**src/rtl/wreg_pkg.sv**
```systemverilog
package wreg_pkg;

    typedef enum logic [2:0] {
        ACC_IDLE,
        ACC_LINE_LOAD,
        ACC_LINE_STORE,
        ACC_WORD_RD,
        ACC_WORD_WR
    } acc_e;

    // word i lies inside a span that starts at pos and holds cnt words
    function automatic logic in_span(input int unsigned i, input int unsigned pos,
                                     input int unsigned cnt);
        return (i >= pos) && (i < pos + cnt);
    endfunction

endpackage

```
**src/rtl/wreg_arb.sv**
```systemverilog
module wreg_arb
    import wreg_pkg::*;
(
    input  logic ln_req,
    input  logic ln_wr,
    input  logic dp_req,
    input  logic dp_wr,
    output acc_e kind,
    output logic dp_stall
);
    always_comb begin
        if (ln_req)      kind = ln_wr ? ACC_LINE_LOAD : ACC_LINE_STORE;
        else if (dp_req) kind = dp_wr ? ACC_WORD_WR : ACC_WORD_RD;
        else             kind = ACC_IDLE;
    end

    assign dp_stall = dp_req && ln_req;
endmodule

```
**src/rtl/wreg_span.sv**
```systemverilog
module wreg_span
    import wreg_pkg::*;
#(
    parameter int N_WORDS = 8,
    parameter int IDX_W   = $clog2(N_WORDS),
    parameter int CNT_W   = $clog2(N_WORDS + 1)
) (
    input  logic [IDX_W-1:0]   pos,
    input  logic [CNT_W-1:0]   cnt,
    output logic [N_WORDS-1:0] mask
);
    for (genvar i = 0; i < N_WORDS; i++) begin : g_word
        assign mask[i] = in_span(i, int'(pos), int'(cnt));
    end
endmodule

```
**src/rtl/wreg_store.sv**
```systemverilog
module wreg_store #(
    parameter int WORD_W  = 32,
    parameter int N_WORDS = 8,
    parameter int LINE_W  = WORD_W * N_WORDS
) (
    input  logic               clk,
    input  logic               rst,
    input  logic [N_WORDS-1:0] we,
    input  logic [LINE_W-1:0]  din,
    output logic [LINE_W-1:0]  q
);
    for (genvar i = 0; i < N_WORDS; i++) begin : g_cell
        always_ff @(posedge clk) begin
            if (rst)        q[i*WORD_W +: WORD_W] <= '0;
            else if (we[i]) q[i*WORD_W +: WORD_W] <= din[i*WORD_W +: WORD_W];
        end

        // a word without write enable holds its value
        p_hold_r3: assert property (@(posedge clk) disable iff (rst)
            !we[i] |=> q[i*WORD_W +: WORD_W] == $past(q[i*WORD_W +: WORD_W]));

        // an enabled write is visible in the next cycle
        p_visible_r6: assert property (@(posedge clk) disable iff (rst)
            we[i] |=> q[i*WORD_W +: WORD_W] == $past(din[i*WORD_W +: WORD_W]));
    end
endmodule

```
**src/rtl/wide_reg_file.sv**
```systemverilog
module wide_reg_file
    import wreg_pkg::*;
#(
    parameter int WORD_W  = 32,
    parameter int N_WORDS = 8,
    localparam int IDX_W  = $clog2(N_WORDS),
    localparam int CNT_W  = $clog2(N_WORDS + 1),
    localparam int LINE_W = WORD_W * N_WORDS
) (
    input  logic               clk,
    input  logic               rst,
    input  logic               ln_req,
    input  logic               ln_wr,
    input  logic [IDX_W-1:0]   ln_pos,
    input  logic [CNT_W-1:0]   ln_cnt,
    input  logic [LINE_W-1:0]  ln_wdata,
    output logic [LINE_W-1:0]  ln_rdata,
    output logic [N_WORDS-1:0] ln_rmask,
    input  logic               dp_req,
    input  logic               dp_wr,
    input  logic [IDX_W-1:0]   dp_idx,
    input  logic [WORD_W-1:0]  dp_wdata,
    output logic [WORD_W-1:0]  dp_rdata,
    output logic               dp_stall
);
    acc_e               kind;
    logic [N_WORDS-1:0] span;
    logic [N_WORDS-1:0] word_we;
    logic [LINE_W-1:0]  word_din;
    logic [LINE_W-1:0]  q;
    logic               is_load, is_store, is_wr, is_rd;

    wreg_arb u_arb (
        .ln_req   (ln_req),
        .ln_wr    (ln_wr),
        .dp_req   (dp_req),
        .dp_wr    (dp_wr),
        .kind     (kind),
        .dp_stall (dp_stall)
    );

    wreg_span #(.N_WORDS(N_WORDS), .IDX_W(IDX_W), .CNT_W(CNT_W)) u_span (
        .pos  (ln_pos),
        .cnt  (ln_cnt),
        .mask (span)
    );

    assign is_load  = (kind == ACC_LINE_LOAD);
    assign is_store = (kind == ACC_LINE_STORE);
    assign is_wr    = (kind == ACC_WORD_WR);
    assign is_rd    = (kind == ACC_WORD_RD);

    // write demux and line-side mask, one slice per word
    for (genvar i = 0; i < N_WORDS; i++) begin : g_slice
        assign word_we[i] = (is_load && span[i]) || (is_wr && dp_idx == IDX_W'(i));
        assign word_din[i*WORD_W +: WORD_W] =
            is_load ? ln_wdata[i*WORD_W +: WORD_W] : dp_wdata;
        assign ln_rmask[i] = is_store && span[i];
        assign ln_rdata[i*WORD_W +: WORD_W] =
            ln_rmask[i] ? q[i*WORD_W +: WORD_W] : '0;
    end

    wreg_store #(.WORD_W(WORD_W), .N_WORDS(N_WORDS), .LINE_W(LINE_W)) u_store (
        .clk (clk),
        .rst (rst),
        .we  (word_we),
        .din (word_din),
        .q   (q)
    );

    // read mux
    always_comb begin
        dp_rdata = '0;
        for (int i = 0; i < N_WORDS; i++)
            if (is_rd && dp_idx == IDX_W'(i)) dp_rdata = q[i*WORD_W +: WORD_W];
    end

    // a granted word write touches exactly one word
    p_one_word_r6: assert property (@(posedge clk) disable iff (rst)
        (dp_req && dp_wr && !ln_req) |-> $countones(word_we) == 1);

    // a line store never writes the storage
    p_store_ro_r4: assert property (@(posedge clk) disable iff (rst)
        (ln_req && !ln_wr) |-> word_we == '0);

    // a stalled request gets no read data and no word write
    p_stall_r7: assert property (@(posedge clk) disable iff (rst)
        dp_stall |-> (dp_rdata == '0) && (kind != ACC_WORD_WR) && (kind != ACC_WORD_RD));

    // no stall without a line request
    p_no_stall_r8: assert property (@(posedge clk) disable iff (rst)
        !ln_req |-> !dp_stall);

    // store mask only during line store
    p_mask_r4: assert property (@(posedge clk) disable iff (rst)
        !(ln_req && !ln_wr) |-> ln_rmask == '0);
endmodule

```
**config.mk**
```make
export PLATFORM = sky130hd
export DESIGN_NAME = wide_reg_file
export DESIGN_NICKNAME = d
export VERILOG_FILES = /design/src/rtl/wreg_pkg.sv /design/src/rtl/wreg_arb.sv /design/src/rtl/wreg_span.sv /design/src/rtl/wreg_store.sv /design/src/rtl/wide_reg_file.sv
export SDC_FILE = /design/constraint.sdc
export NUM_CORES = 1
export LEC_CHECK = 0
export BUFFER_PORTS_ARGS = -buffer_cell sky130_fd_sc_hd__buf_4
export CORE_AREA = 2 2 236 238
export DETAILED_ROUTE_END_ITERATION = 6
export DIE_AREA = 0 0 238 240
export GPL_ROUTABILITY_DRIVEN = 0
export GPL_TIMING_DRIVEN = 0
export PLACE_DENSITY = 0.52
export SYNTH_ARGS = -nofsm -noshare
export SYNTH_HDL_FRONTEND = slang
export SYNTH_HIERARCHICAL = 1
export SYNTH_SLANG_ARGS = --single-unit
```
**constraint.sdc**
```tcl
create_clock -name clk -period 2.46 [get_ports clk]
set_input_delay 0.246 -clock clk [delete_from_list [all_inputs] [get_ports clk]]
set_output_delay 0.246 -clock clk [all_outputs]
set_load 0.05 [all_outputs]
```
; Word-level counts from Yosys, hierarchy flattened
; Index checks and enable logic that the tools add are counted.
[classes]
mux = 28
n_lt_le_gt_ge = 15
n_addsub = 1
n_reduce_logical = 49
eq_ne = 11
[ops]
columns = op, n
row1 = $mux W32, 24
row2 = $lt A3 B32 Y1 const A, 4
row3 = $lt A1 B32 Y1 const A, 2
row4 = $lt A2 B32 Y1 const A, 2
row5 = $logic_and A1 B1 Y1, 40
row6 = $eq A3 B3 Y1 const B, 5
row7 = $eq A3 B2 Y1 const B, 4
row8 = $ge A3 B3 Y1 const A, 3
row9 = $mux W3, 3
row10 = $logic_or A1 B1 Y1, 8
row11 = $eq A3 B1 Y1 const B, 2
row12 = $ge A1 B3 Y1 const A, 2
row13 = $ge A2 B3 Y1 const A, 2
row14 = $add A3 B4 Y5, 1
row15 = $logic_not A3 Y1, 1
row16 = $mux W2, 1
[word_totals]
reg_bits = 256
inputBits = 304
word_cells = 112
out_inout_bits = 297

; Logic depth before layout (Yosys ltp)
; Gate-level depths: netlist (run 1).
[logic_depth]
word_depth = 13
ltp_mapped = 12
ltp_nobuf = 8

; Modules after synthesis
; The synthesis (run 1) kept the hierarchy.
[by_module_without_submodules]
columns = mod, seq_area_each_um2, area_per_inst_um2, instances, cells_per_inst
row1 = wreg_store, 5124.9, 9367.7, 1, 828
row2 = wide_reg_file, 0.0, 6446.2, 1, 1020
row3 = wreg_span, 0.0, 217.7, 1, 25
row4 = wreg_arb, 0.0, 56.3, 1, 7

; Worst setup path before layout (run 1)
; Ideal clock, no wire load.
[synth_path]
path_kind = input-to-output
from = in ln_req
to = out dp_rdata[28]
path_stages = 9
slack_ns = -0.394
path_buffers = 3
arrival_ns = 2.608
t_required_ns = 2.214
path_cell_list = nand2b_4 -> o22ai_2 -> buf_2 -> nand4bb_1 -> buf_4 -> nor3_4 -> buf_4 -> a221oi_1 -> o21ai_0
[synth_via]
elab_chain_cells = 11
word_cells_on_any_way = 18
cone_classes = eq/ne (1) / mux (9) / reduce/logical (8)
[synth_lines]
columns = item, line
row1 = from (decl), wide_reg_file.sv:12  ; input logic ln_req,
row2 = $mux W3 (*), wreg_arb.sv:12  ; if (ln_req) kind = ln_wr ? ACC_LINE_LOAD : ACC_LINE_STORE;
row3 = net kind[1], wide_reg_file.sv:26  ; acc_e kind;
row4 = $eq A3 B2 Y1 (*), wide_reg_file.sv:51  ; assign is_rd = (kind == ACC_WORD_RD);
row5 = $logic_and A1 B1 Y1, wide_reg_file.sv:75  ; if (is_rd && dp_idx == IDX_W'(i)) dp_rdata = q[i*WORD_W +: WORD_W];
row6 = $mux W32 (7 in series), wide_reg_file.sv:75
row7 = $mux W32 (*), wide_reg_file.sv:75
row8 = to (decl), wide_reg_file.sv:23  ; output logic [WORD_W-1:0] dp_rdata,
; The timed path passes the listed nets; every way through them passes the cells marked *.

; Final worst setup path (run 1)
[layout_path]
from = in ln_pos[0]
to = out ln_rdata[84]
[layout_via]
elab_chain_cells = 5
word_cells_on_any_way = 6
cone_classes = add/sub (1) / order compare (2) / mux (1) / reduce/logical (2)
[layout_lines]
columns = item, line
row1 = from (decl), wide_reg_file.sv:14  ; input logic [IDX_W-1:0] ln_pos,
row2 = $add A3 B4 Y5, wreg_pkg.sv:14  ; return (i >= pos) && (i < pos + cnt);
row3 = $lt A2 B32 Y1, wreg_pkg.sv:14
row4 = $logic_and A1 B1 Y1 (*), wreg_pkg.sv:14
row5 = net span[2], wide_reg_file.sv:27  ; logic [N_WORDS-1:0] span;
row6 = $logic_and A1 B1 Y1 (*), wide_reg_file.sv:58  ; assign ln_rmask[i] = is_store && span[i];
row7 = $mux W32 (*), wide_reg_file.sv:60  ; ln_rmask[i] ? q[i*WORD_W +: WORD_W] : '0;
row8 = to (decl), wide_reg_file.sv:17  ; output logic [LINE_W-1:0] ln_rdata,
; Marks and branches as above.

==> run_results.csv, run 1 <==
group,metric,value,unit
status,status,"finished with violations",
status,violations,"setup timing",
worst_setup_path,worstSetupPathType,"input pin to output port",
pwr,p_leak,13.3,nW
synth,ys.flop_type,"dfxtp_1",
timing,setup_viol,233,
clocking,cts-buffers-inserted,35,
final_layout,largest_reg_flops,256,
timing,slew_headroom,0.322,
placed_design,port-buffer-count,596,
worst_setup_path,cp_data_arrival_time,2.47,ns
synth,synth-edff-count,0,
synth,ys_ff_latch,256,
hold_path,hold_path_class,"input pin to register",
final_layout,n_fill_cell,5129,
final_layout,largest_register,"u_store/q",
final_layout,final_cells,3366,
floorplanning,rows,86,
timing,hold_ws,0.0291,ns
timing,layout_min_cycle_time,2.72,ns
pwr,finalPower,13.2,mW
final_layout,syn_to_final_growth,78.0,%
synth,yosysWarnings,6,
worst_setup_path,reg2reg_depth,2,
job,drv_cap,0,
worst_setup_path,reg2reg_slack,1.63,ns
clocking,root_buffer,"clkbuf_16",
floorplanning,initial_utilization,0.294,
timing,hold_violations,0,
synth,yosysTopAreaCellShare,0.319,
drt,firstDrtPassIters,6,
clocking,cts_tree,"done",
synth,syn_nets,2188,
worst_setup_path,cp-start-kind,"input pin",
clocking,cts.clk_slew.worst_paths,0.06,ns
pwr,vdd_drop_max,0.000407,V
final_layout,largestRegisters,"u_store/q x256",
clocking,ctsHoldBuffers,0,
hold_path,min_delay_path_depth,4,
floorplanning,die_area,57100,um2
floorplanning,ios,601,
clocking,clock_latency,0.53,ns
clocking,cts_max_path_buffers,3,
synth,netlist_area,16100,um2
synth,netlist_top_cells_count,"nor2_1, a21o_1, and3_1, mux2i_1, dfxtp_1",
placed_design,dp_cells,3181,
clocking,h-tree-depth,2,
worst_setup_path,critPathCaptureType,"output port",
clocking,clock-sinks,256,
final_layout,final_area,28600,um2
global_routing,overflow,0,
drt,drt-total-wl,115000,um
placed_design,hpwlAfterDp,78300,um
timing,fmax,368,MHz
global_routing,grt_pass1_wl,146000,um
placed_design,pre_cts_ws,-1.41,ns
worst_setup_path,required,2.21,ns
synth,synth_cells,1880,
floorplanning,core-area,54700,um2
timing,finalMaxSlewViolations,0,
timing,worstMarginPinSlew,1.00,ns
final_layout,drive_gt1_frac,0.484,
synth,ys_top_cells_by_area,"dfxtp_1, mux2i_1, a21o_1",
timing,clock_skew,0,ns
global_routing,grt_use_total,0.366,
synth,yosys.area.top_type,"dfxtp_1",
timing,rsz0062_at_grt,"true",
placed_design,placed_cell_area,21700,um2
worst_setup_path,critPathMaxFanout,8,
final_layout,fin_nets,2942,
drt,drc_errors,0,
synth,yosysMostFrequentCell,"nor2_1",
synth,synth_area_per_cell,8.56,um2
global_routing,grt_antenna_before_repair,7,
floorplanning,die_w,238,um
timing,final.setup.worst_slack,-0.261,ns
floorplanning,die_h,240,um
synth,synth_seq_area_share,0.319,
drt,wl_per_cell,34.2,um
global_routing,grt_pass1_vias,19100,
global_routing,grt_max_degree,14,
drt,postRouteAntennaNets,0,
synth,yosysUniqueCellTypes,59,
timing,fin_crit_sh,1.11,
drt,drtIter0Drc,2399,
drt,num_vias,19600,
drt,via_per_inst,5.84,
synth,synthArstFlopShare,0,
pwr,powerDensity,462,nW/um2
==> logic make-up (layout without fill, tap and decap cells) <==
logic type | count (synthesis) | in the layout | share of synthesized area
buf+inv | 219 | 995 | 0.0893
simple gates | 685 | 685 | 0.219
fa+ha+maj | 4 | 4 | 0.00358
xor+xnor | 1 | 1 | 0.000545
other cells | 0 | 6 | 0
compound gates | 457 | 457 | 0.208
flops | 256 | 256 | 0.319
mux | 258 | 258 | 0.161
==> metal layers <==
metal  up-vias  global-route usage  share of wire
met1      9633               0.461           0.39
met2      1435               0.603           0.46
met3       339              0.0681          0.093
met5         -                   0              0
li1       8238                   -              -
met4         0               0.176          0.059
==> power breakdown <==
group          total (mW)  leakage, nW  switching, mW  internal, mW
sequential           4.49         2.07          0.171          4.32
combinational        3.82         10.7           2.15          1.67
clock                4.92        0.518           2.06          2.86
==> cell usage in the layout (no fill, tap or decap), types with 15 or more instances in the layout <==
cell / count
a21o_1: 258
clkbuf_16: 72
a22o_1: 20
and3_4: 189
nor3_1: 24
buf_12: 73
buf_4: 419
buf_6: 82
buf_2: 44
buf_8: 206
and3_1: 59
a21oi_2: 16
dfxtp_1: 256
a22oi_1: 28
clkbuf_4: 18
o21ai_0: 15
mux2i_1: 256
nor2b_1: 33
a22oi_2: 23
nor2_1: 301
clkbuf_1: 39
clkbuf_8: 17
==> cell type report <==
type	instances	area (um2)	share of cell area
antenna	6	15.0	0.000524
buffer	214	2350	0.0820
clock buffer	54	1030	0.0359
clock inverter	5	35.0	0.00122
inverter	3	15.0	0.000524
multi-input combinational	1405	11300	0.394
sequential	256	5120	0.179
tap	704	881	0.0308
timing repair buffer	719	7910	0.276
==> final timing paths <==
check	from	end
hold reg to reg	u_store/q[238]$_SDFFE_PP0P_	u_store/q[238]$_SDFFE_PP0P_
setup / recovery	ln_pos[0]	ln_rdata[84]
hold / removal	ln_wdata[212]	u_store/q[212]$_SDFFE_PP0P_
setup reg to reg	u_store/q[149]$_SDFFE_PP0P_	u_store/q[149]$_SDFFE_PP0P_
==> repair_timing <==
| item | in CTS | in global routing |
|---|---|---|
| endpoints found under the setup margin | 521 | 270 |
| pin swaps | 69 | 68 |
| setup buffers | 53 | 36 |
| resized for setup | 666 | 426 |
| gates cloned | 11 | 25 |
==> stage by stage <==
| step | util | TNS (ns) |
|---|---|---|
| after floorplan | - | -0.390 |
| after global placement | 0.397 | -619.88 |
| after detailed placement | 0.397 | -493.36 |
| after CTS | 0.480 | -8.03 |
| after global routing | 0.524 | -37.38 |
| final | 0.524 | -25.88 |
==> critical path, stage by stage <==
cell and delay [ns]:
buf_12 0.10, ha_4 0.15, fa_2 0.36, xor2_2 0.15, and2b_4 0.23, buf_4 0.15
a221oi_4 0.27, buf_12 0.23, clkbuf_16 0.19, and3_4 0.22, buf_8 0.16
Power figures use the tool's default switching activity.
==> run 2: changes to the inputs <==
Settings changed: ABC_CLOCK_PERIOD_IN_PS from default to 2460, CORE_AREA 2 2 236 238 to 2 2 234 236, DIE_AREA 0 0 238 240 to 0 0 236 238, PLACE_DENSITY 0.52 to 0.53.
==> run 2 against run 1 <==
The run still ends with setup timing left. Combinational power up 2%. Hold slack worse by 0.024 ns. Critical path depth unchanged. Sequential share of layout area down 0.51 points. Sequential cell count unchanged. Clock power down 4%. Final cell count up 2.4%. First-iteration DRC count down 3.8%. Final area up 2.9%. Total power down 0.81%. Setup slack worse by 0.0034 ns. Die area down 1.7%. Largest cell class unchanged. Highest routed layer is now met5.
==> run_results.csv, run 2 (same netlist as run 1, synthesis figures left out) <==
group,metric,value,unit
hold_path,hp-start,"ln_wdata[152]",
floorplanning,core-area,53500,um2
pwr,powerDensity,445,nW/um2
global_routing,use_met1,0.459,
drt,num_vias,20000,
final_layout,largest_register,"u_store/q",
clocking,cts-buffers-inserted,30,
clocking,clock-sinks,256,
final_layout,fin_nets,3032,
pwr,p_sw,4.27,mW
global_routing,globalRoute.busiestLayer,"met2",
global_routing,met2_usage,0.604,
clocking,h-tree-depth,1,
worst_setup_path,rr_endpoint,"u_store/q[220]$_SDFFE_PP0P_",
worst_setup_path,reg2reg_slack,1.69,ns
placed_design,hpwlAfterDp,77800,um
final_layout,drive_gt1_frac,0.466,
drt,drtIter0Drc,2309,
final_layout,postLayoutCoreUtil,0.551,
final_layout,final_cell_mix,"buf_4, nor2_1, a21o_1",
final_layout,n_fill_cell,4872,
floorplanning,rows,85,
global_routing,grt_use_total,0.372,
timing,fin_crit_sh,1.11,
floorplanning,ios,601,
floorplanning,die_h,238,um
placed_design,pre_cts_ws,-1.49,ns
global_routing,met3_usage,0.0858,
timing,setup_viol,226,
drt,wl_per_cell,33.1,um
worst_setup_path,worstSetupPathType,"input pin to output port",
worst_setup_path,reg2reg_depth,2,
pwr,switching_share,0.325,
pwr,seq_power_share,0.342,
worst_setup_path,critPathMaxFanout,5,
timing,rsz0062_at_grt,"true",
floorplanning,die_area,56200,um2
timing,hold_violations,0,
drt,drt-total-wl,114000,um
worst_setup_path,cp_data_arrival_time,2.48,ns
pwr,p_leak,13.6,nW
timing,worstMarginPinSlew,1.04,ns
drt,firstDrtPassIters,6,
final_layout,largest_reg_flops,256,
status,status,"finished with violations",
pwr,comb_power_share,0.298,
worst_setup_path,required,2.21,ns
hold_path,hold_path_class,"input pin to register",
placed_design,port-buffer-count,596,
global_routing,overflow,0,
status,violations,"setup timing",
pwr,pwr-share-clk,0.360,
pwr,p_int,8.86,mW
global_routing,grt_pass1_vias,19700,
hold_path,holdPathEnd,"u_store/q[152]$_SDFFE_PP0P_",
floorplanning,initial_utilization,0.301,
final_layout,final_common_cell,"buf_4",
timing,layout_min_cycle_time,2.72,ns
worst_setup_path,cp-start-kind,"input pin",
clocking,cts.clk_slew.worst_paths,0.06,ns
drt,via_per_inst,5.80,
pwr,vdd_drop_max,0.000488,V
global_routing,grt_pass1_wl,148000,um
timing,finalMaxSlewViolations,0,
global_routing,grt_max_degree,15,
drt,postRouteAntennaNets,0,
timing,slew_headroom,0.298,
global_routing,grt_antenna_before_repair,3,
drt,drc_errors,0,
job,drv_cap,0,
clocking,root_buffer,"clkbuf_16",
floorplanning,die_w,236,um
worst_setup_path,critPathCaptureType,"output port",
worst_setup_path,reg2reg_from,"u_store/q[220]$_SDFFE_PP0P_",
timing,final.setup.worst_slack,-0.264,ns
final_layout,largestRegisters,"u_store/q x256",
timing,fmax,367,MHz
final_layout,syn_to_final_growth,83.2,%
clocking,clock_latency,0.58,ns
clocking,cts_tree,"done",
clocking,cts_max_path_buffers,3,
hold_path,min_delay_path_depth,4,
timing,clock_skew,0,ns
run 2: timing repair:
action                     CTS  global route
resized for setup          699           416
gates cloned                12            17
setup buffers               86            23
setup endpoints to repair  552           289
hold endpoints to repair    86             0
pin swaps                  108            64
hold buffers                83             0
run 2: per-layer routing:
metal / vias up / share of wire
met1: 9745 / 0.38
met3: 352 / 0.10
li1: 8416 / -
met4: 4 / 0.061
met2: 1467 / 0.45
met5: - / 0.00044
run 2: through the flow:
| step | cells | hold WS (ns) | power (mW) | TNS (ns) | area [um2] |
|---|---|---|---|---|---|
| finish | 3446 | 0.00516 | 13.1 | -26.57 | 29500 |
| floorplan | 1880 | 0.466 | 6.08 | -0.390 | 16400 |
| global route | 3442 | 0.00555 | 13.4 | -37.72 | 29500 |
| detailed placement | 3172 | 0.501 | 7.46 | -617.00 | 21700 |
| CTS | 3407 | 0.000202 | 12.7 | -17.03 | 27400 |
| global placement | 3172 | 0.484 | 7.43 | -603.21 | 21700 |
run 2: final cells by class:
type / count / area (um2) / share of cell area
well taps: 696 / 871 / 0.0295
inverters: 3 / 20.0 / 0.000679
flip-flops and latches: 256 / 5120 / 0.174
repair buffers: 814 / 8860 / 0.301
multi-input cells: 1405 / 11200 / 0.381
clock inverters: 2 / 35.0 / 0.00119
diodes: 4 / 10.0 / 0.000340
plain buffers: 214 / 2350 / 0.0797
clock buffers: 52 / 985 / 0.0334
run 2: worst max-delay path by stage:
stage                         start                           to  slack, ns
after floorplan           ln_pos[0]                 ln_rdata[10]      -0.02
after global placement       ln_req  u_store/q[230]$_SDFFE_PP0P_      -1.44
after detailed placement  ln_pos[0]  u_store/q[219]$_SDFFE_PP0P_      -1.49
after CTS                    ln_req                 dp_rdata[21]      -0.21
after global routing         ln_req                  dp_rdata[6]      -0.28
final                     ln_pos[0]                 ln_rdata[14]      -0.26
run 2: power by group through the flow:
stage | combinational, mW | sequential, mW | clock (mW)
after floorplan | 1.59 | 4.49 | 0
after global placement | 2.89 | 4.54 | 0
after detailed placement | 2.91 | 4.54 | 0
after CTS | 3.54 | 4.46 | 4.72
after global routing | 3.99 | 4.50 | 4.88
final | 3.91 | 4.49 | 4.72
run 2: critical path: stages:
cell,delay (ns)
buf_12,0.10
ha_4,0.15
fa_2,0.57
buf_6,0.11
nor2_2,0.04
a2111oi_4,0.36
buf_6,0.20
buf_6,0.14
clkbuf_16,0.16
and3_4,0.23
buf_8,0.15
